--- config.mk ---
export PLATFORM = sky130hd
export DESIGN_NAME = audio_mod_ctrl
export DESIGN_NICKNAME = d
export VERILOG_FILES = /design/src/rtl/audio_ctrl_pkg.sv /design/src/rtl/audio_interval_timer.sv /design/src/rtl/audio_sample_regs.sv /design/src/rtl/audio_bitrev_mod.sv /design/src/rtl/audio_mod_ctrl.sv
export SDC_FILE = /design/constraint.sdc
export NUM_CORES = 1
export LEC_CHECK = 0
export ABC_AREA = 0
export ABC_CLOCK_PERIOD_IN_PS = 1400
export BUFFER_PORTS_ARGS = -buffer_cell sky130_fd_sc_hd__clkbuf_2
export CAP_MARGIN = 30
export CORE_MARGIN = 10
export CORE_UTILIZATION = 45
export DETAILED_ROUTE_END_ITERATION = 10
export GPL_TIMING_DRIVEN = 0
export PLACE_DENSITY = 0.74
export SYNTH_ARGS = -nofsm -noshare
export SYNTH_HDL_FRONTEND = slang
export SYNTH_SLANG_ARGS = --single-unit
--- constraint.sdc ---
create_clock -name clk -period 1.4 [get_ports clk]
set_input_delay 0.28 -clock clk [delete_from_list [all_inputs] [get_ports clk]]
set_output_delay 0.28 -clock clk [all_outputs]
set_load 0.05 [all_outputs]
--- src/rtl/audio_ctrl_pkg.sv ---
package audio_ctrl_pkg;
  localparam int SMP_W      = 16;
  localparam int DATA_W     = 32;
  localparam int AUX_EN_BIT = 16;
  localparam int AUX_LSB    = 20;
  localparam int AUX_MAX    = DATA_W - AUX_LSB;

  // two's complement to offset binary
  function automatic logic [SMP_W-1:0] signed_to_offset(input logic [SMP_W-1:0] s);
    return {~s[SMP_W-1], s[SMP_W-2:0]};
  endfunction

  function automatic logic [SMP_W-1:0] bit_reverse(input logic [SMP_W-1:0] v);
    logic [SMP_W-1:0] r;
    for (int i = 0; i < SMP_W; i++) r[i] = v[SMP_W-1-i];
    return r;
  endfunction

  function automatic logic [DATA_W-1:0] pack_status(input logic [SMP_W-1:0] act,
                                                    input logic irq_bit,
                                                    input logic [AUX_MAX-1:0] aux);
    return {aux, 3'b000, irq_bit, act};
  endfunction
endpackage

--- src/rtl/audio_interval_timer.sv ---
module audio_interval_timer #(
  parameter int TIMER_W    = 16,
  parameter int DEF_RELOAD = 1000
) (
  input  logic               clk,
  input  logic               rst_n,
  input  logic [TIMER_W-1:0] reload,
  output logic               strobe
);
  localparam logic [TIMER_W-1:0] ONE = TIMER_W'(1);
  logic [TIMER_W-1:0] remain;

  always_ff @(posedge clk or negedge rst_n) begin
    if (!rst_n) begin
      remain <= TIMER_W'(DEF_RELOAD);
      strobe <= 1'b0;
    end else begin
      strobe <= (remain == ONE);
      remain <= strobe ? reload : remain - ONE;
    end
  end
endmodule

--- src/rtl/audio_sample_regs.sv ---
module audio_sample_regs
  import audio_ctrl_pkg::*;
#(
  parameter int AUX_W      = 2,
  parameter int TIMER_W    = 16,
  parameter bit PROG_RATE  = 1'b1,
  parameter int DEF_RELOAD = 1000
) (
  input  logic               clk,
  input  logic               rst_n,
  input  logic               sample_wr,
  input  logic               reload_wr,
  input  logic [DATA_W-1:0]  wdata,
  input  logic               strobe,
  output logic [SMP_W-1:0]   pending,
  output logic [SMP_W-1:0]   active,
  output logic               valid,
  output logic [AUX_W-1:0]   aux,
  output logic [TIMER_W-1:0] reload
);
  localparam logic [SMP_W-1:0] MIDSCALE = {1'b1, {(SMP_W-1){1'b0}}};

  always_ff @(posedge clk or negedge rst_n) begin
    if (!rst_n) begin
      pending <= MIDSCALE;
      valid   <= 1'b1;
      aux     <= '0;
    end else if (sample_wr) begin
      pending <= signed_to_offset(wdata[SMP_W-1:0]);
      valid   <= 1'b1;
      if (wdata[AUX_EN_BIT]) aux <= wdata[AUX_LSB +: AUX_W];
    end else if (strobe) begin
      valid <= 1'b0;
    end
  end

  always_ff @(posedge clk or negedge rst_n) begin
    if (!rst_n)      active <= MIDSCALE;
    else if (strobe) active <= pending;
  end

  generate
    if (PROG_RATE) begin : g_prog
      always_ff @(posedge clk or negedge rst_n) begin
        if (!rst_n)         reload <= TIMER_W'(DEF_RELOAD);
        else if (reload_wr) reload <= wdata[TIMER_W-1:0];
      end
    end else begin : g_fixed
      assign reload = TIMER_W'(DEF_RELOAD);
    end
  endgenerate
endmodule

--- src/rtl/audio_bitrev_mod.sv ---
module audio_bitrev_mod
  import audio_ctrl_pkg::*;
(
  input  logic             clk,
  input  logic             rst_n,
  input  logic [SMP_W-1:0] active,
  output logic             pwm
);
  logic [SMP_W-1:0] phase;

  always_ff @(posedge clk or negedge rst_n) begin
    if (!rst_n) begin
      phase <= '0;
      pwm   <= 1'b0;
    end else begin
      phase <= phase + 1'b1;
      pwm   <= (bit_reverse(phase) < active);
    end
  end
endmodule

--- src/rtl/audio_mod_ctrl.sv ---
module audio_mod_ctrl
  import audio_ctrl_pkg::*;
#(
  parameter int AUX_W      = 2,
  parameter int TIMER_W    = 16,
  parameter bit PROG_RATE  = 1'b1,
  parameter int DEF_RELOAD = 1000
) (
  input  logic              clk,
  input  logic              rst_n,
  input  logic              bus_stb,
  input  logic              bus_we,
  input  logic              bus_addr,
  input  logic [31:0]       bus_wdata,
  output logic              bus_ack,
  output logic              bus_stall,
  output logic [31:0]       bus_rdata,
  output logic [AUX_W-1:0]  aux_out,
  output logic              irq,
  output logic              pwm_out
);
  // named internal events, observed by the bound checker
  logic               sample_wr, reload_wr, strobe, valid;
  logic [SMP_W-1:0]   pending, active;
  logic [TIMER_W-1:0] reload;
  logic [DATA_W-1:0]  status;

  assign sample_wr = bus_stb && bus_we && (!bus_addr || !PROG_RATE);
  assign reload_wr = bus_stb && bus_we &&  bus_addr &&  PROG_RATE;

  audio_interval_timer #(.TIMER_W(TIMER_W), .DEF_RELOAD(DEF_RELOAD)) u_timer (
    .clk(clk), .rst_n(rst_n), .reload(reload), .strobe(strobe));

  audio_sample_regs #(.AUX_W(AUX_W), .TIMER_W(TIMER_W), .PROG_RATE(PROG_RATE),
                      .DEF_RELOAD(DEF_RELOAD)) u_regs (
    .clk(clk), .rst_n(rst_n), .sample_wr(sample_wr), .reload_wr(reload_wr),
    .wdata(bus_wdata), .strobe(strobe), .pending(pending), .active(active),
    .valid(valid), .aux(aux_out), .reload(reload));

  audio_bitrev_mod u_mod (.clk(clk), .rst_n(rst_n), .active(active), .pwm(pwm_out));

  assign irq       = !valid;
  assign bus_stall = 1'b0;
  assign status    = pack_status(active, irq, AUX_MAX'(aux_out));

  always_ff @(posedge clk or negedge rst_n) begin
    if (!rst_n) bus_ack <= 1'b0;
    else        bus_ack <= bus_stb;
  end

  generate
    if (PROG_RATE) begin : g_rd_reg
      always_ff @(posedge clk or negedge rst_n) begin
        if (!rst_n)        bus_rdata <= '0;
        else if (bus_addr) bus_rdata <= DATA_W'(reload);
        else               bus_rdata <= status;
      end
    end else begin : g_rd_comb
      assign bus_rdata = status;
    end
  endgenerate
endmodule

==> flow_summary_export.csv <==
group,metric,value,unit
sta,finalSetupTns,-0.918,ns
logic_synthesis,yosys_warnings,0,
grt,grt_usage,14.0,%
routing,vias,3346,
setup_path,slowest_delay,0.45,ns
logic_synthesis,synth_edf_count,0,
logic_synthesis,yosys.area_share.simple,15.6,%
sta,finClkSkew,0.00979,ns
clock_tree,clkLatencyLatePin,0.36,ns
setup_path,path_max_fanout,4,
routing,wl,10400,um
clock_tree,clock_path_buffers,2,
placed_design,port_buffers,46,
logic_synthesis,avgSynthCellArea,10.7,um^2
setup_path,crit_family,"flip-flops",
logic_synthesis,syn_area,4650,um^2
setup_path,crit_type,"reg -> reg",
logic_synthesis,async_flop_share,100,%
setup_path,cp.arrival,1.82,ns
layout,stdcell_count,666,
setup_path,crit_path_cell_trace,"inv_2 -> ha_4 -> nor3b_4 -> buf_4 -> nand3_2 -> xor2_1 -> o21ai_1",
placed_design,dp.cells,631,
clock_tree,clk_pin_slew,0.10,ns
sta,slew_headroom,48.9,%
placed_design,preCtsSetupSlack,-0.219,ns
clock_tree,clockRootBuffer,"clkbuf_8",
sta,setup_viol,13,
logic_synthesis,synth.top_cells.by_count,"nand2_1 (102), dfrtp_1 (90), o21ai_0 (40)",
logic_synthesis,synth_top_family_by_area,"simple AND/OR/NAND/NOR gates",
layout,area_growth,21.9,%
logic_synthesis,synthMuxAreaShare,4.84,%
outcome,status,"complete, but fails checks",
sta,final-hold-violation-count,0,
routing,drt-pass1-iter-count,4,
floorplan,dieArea,14800,um^2
sta,worst-slew-pin-transition,0.767,ns
sta,rsz0062_at_grt,"true",
placed_design,dpl_cell_area,5140,um^2
logic_synthesis,synth_compound_area_share,7.45,%
routing,viasPerCell,5.02,
placed_design,place.detailed.hpwl,7350,um
grt,grt_pass1_vias,3466,
sta,max_freq,0.651,GHz
setup_path,cpMaxStageDelayCell,"dfrtp_2",
logic_synthesis,synth.most_common_cell,"nand2_1",
grt,antenna_found_initial,0,
sta,timing.final.crit_share,110,%
floorplan,rows,37,
setup_path,end_kind,"flop",
power_and_ir_drop,power_density,1120,nW/um^2
worst_hold_path,hp-class,"in -> async",
layout,drive_above_1_share,32.5,%
clock_tree,clock_sinks,105,
grt,gr-total-overflow,0,
routing,drt_iter0_markers,170,
layout,multi_input_area,1930,um^2
floorplan,ios,75,
floorplan,start_util,45.7,%
sta,min_period,1.54,ns
logic_synthesis,yosysTopAreaCellShare,48.4,%
routing,drc,0,
sta,fin_ws,-0.137,ns
logic_synthesis,ys_dominant_reg_cell,"dfrtp_1",
grt,grt_pass1_wl,16700,um
logic_synthesis,synth_adder_area_share,4.84,%
routing,post_drt_wl_per_cell,15.6,um
floorplan,die_y,122,um
logic_synthesis,synth_xor_area_share,4.89,%
logic_synthesis,yosys-top-cells-area,"dfrtp_1 (48%), dfstp_2 (8.5%), nand2_1 (8.2%), ha_1 (4.8%), mux2_2 (4.8%)",
logic_synthesis,synth_seq_cells,105,
setup_path,required,1.68,ns
run,drv_cap,0,
layout,diodes,0,
routing,ant_nets,0,
sta,drv_slew,0,
layout,final_cell_area,5670,um^2
layout,finish.utilization,55.7,%
clock_tree,cts_max_level,3,
power_and_ir_drop,leakage,2.70,nW
setup_path,cp-start-kind,"flop",
floorplan,core,10200,um^2
logic_synthesis,synth_seq_area_share,56.9,%
power_and_ir_drop,vdd_ir_drop_max,0.000838,V
layout,n_fill_cell,906,
logic_synthesis,syn_inst,435,
layout,regArea,2650,um^2
clock_tree,hold_buffers,0,
clock_tree,cts_buffers,9,
placed_design,gp_congestion,0.828,
clock_tree,cts_tree,"built",
logic_synthesis,ys_types,42,
outcome,violations,"negative setup slack",
layout,final_nets,580,
grt,grt_max_degree,56,
setup_path,path_buf_inv,2,
logic_synthesis,synth_largest_area_cell,"dfrtp_1",
floorplan,dieWidth,122,um
state kept, by name, indices dropped and copies added, names as in the netlist:
| signal | cells |
|---|---|
| u_regs.reload | 16 |
| u_timer.strobe | 1 |
| bus_ack | 1 |
| u_timer.remain | 16 |
| u_regs.pending | 16 |
| u_mod.pwm | 1 |
| u_regs.active | 16 |
| bus_rdata | 19 |
| u_regs.aux | 2 |
| u_mod.phase | 16 |
| u_regs.valid | 1 |
worst register-to-register path, stage by stage (launching register included):
cell and delay [ns]:
dfrtp_2 0.45, inv_2 0.09, ha_4 0.13, nor3b_4 0.28, buf_4 0.18, nand3_2 0.06, xor2_1 0.14, o21ai_1 0.14
cell type report:
type	instances	share of cell area, %
Sequential cell	105	46.8
Multi-Input combinational cell	291	34.0
Timing Repair Buffer	66	7.79
Tap cell	136	3.00
Buffer	28	2.98
Clock buffer	12	2.56
Inverter	24	1.59
Clock inverter	4	1.35
cells in the final DEF, fill, tap and decap left out, drive strengths merged, types with 2 or more instances in the layout:
cell type	netlist	layout
nand2	102	102
dfrtp	90	90
clkbuf	9	67
o21ai	48	48
buf	19	39
inv	24	24
mux2	20	20
ha	18	18
dfstp	15	15
conb	1	14
xnor2	14	14
xor2	12	12
nor2	10	10
nand3	9	9
nand4	8	8
and3	4	4
a21o	4	4
a21oi	4	4
nor4	3	3
nor3	3	3
nor2b	2	2
bufinv	0	2
nand3b	2	2
path summary, 6_finish.rpt:
kind	cells past startpoint	end	slack, ns	from
hold reg to reg	1	u_mod.phase[15]	0.48	u_mod.phase[15]
max in group asynchronous	2	u_regs.reload[5]	0.63	rst_n
setup / recovery	7	u_timer.remain[10]	-0.14	u_timer.remain[1]
hold / removal	1	u_timer.remain[13]	0.02	rst_n
min in group clk	1	bus_ack	0.08	bus_stb
setup reg to reg	7	u_timer.remain[10]	-0.14	u_timer.remain[1]
timing repair:
item	in CTS	in global routing
setup buffers	8	11
pin swaps	9	14
resized for setup	24	27
endpoints found under the hold margin	0	0
setup endpoints to repair	34	30
cell families (layout without fill, tap and decap cells):
logic type	after synthesis	count (layout)
AO/OA/AOI/OAI	62	62
multiplexers	20	20
other	1	14
flip-flops	105	105
adder cells (fa/ha/maj)	18	18
buffers and inverters	52	134
XOR/XNOR	26	26
AND/OR/NAND/NOR	151	151
routing by layer:
metal / vias up / global-route usage [%] / share of wire [%]
met5: - / 0 / 0
li1: 1598 / - / -
met3: 15 / 4.72 / 7.5
met2: 91 / 21.8 / 46
met4: 0 / 3.95 / 1.9
met1: 1642 / 18.2 / 44
report_power, final:
group / total [mW] / internal, mW / switching, mW
combinational: 0.869 / 0.247 / 0.621
sequential: 3.43 / 3.30 / 0.137
clock: 2.06 / 1.06 / 0.997
per-stage QoR:
stage	total power, mW	hold slack, ns
global route	6.62	0.0517
finish	6.36	0.0155
CTS	6.41	0.0265
floorplan	4.07	-0.0156
global placement	4.34	0.452
detailed placement	4.37	0.427
Note: power is estimated with default switching activity, not from simulation.
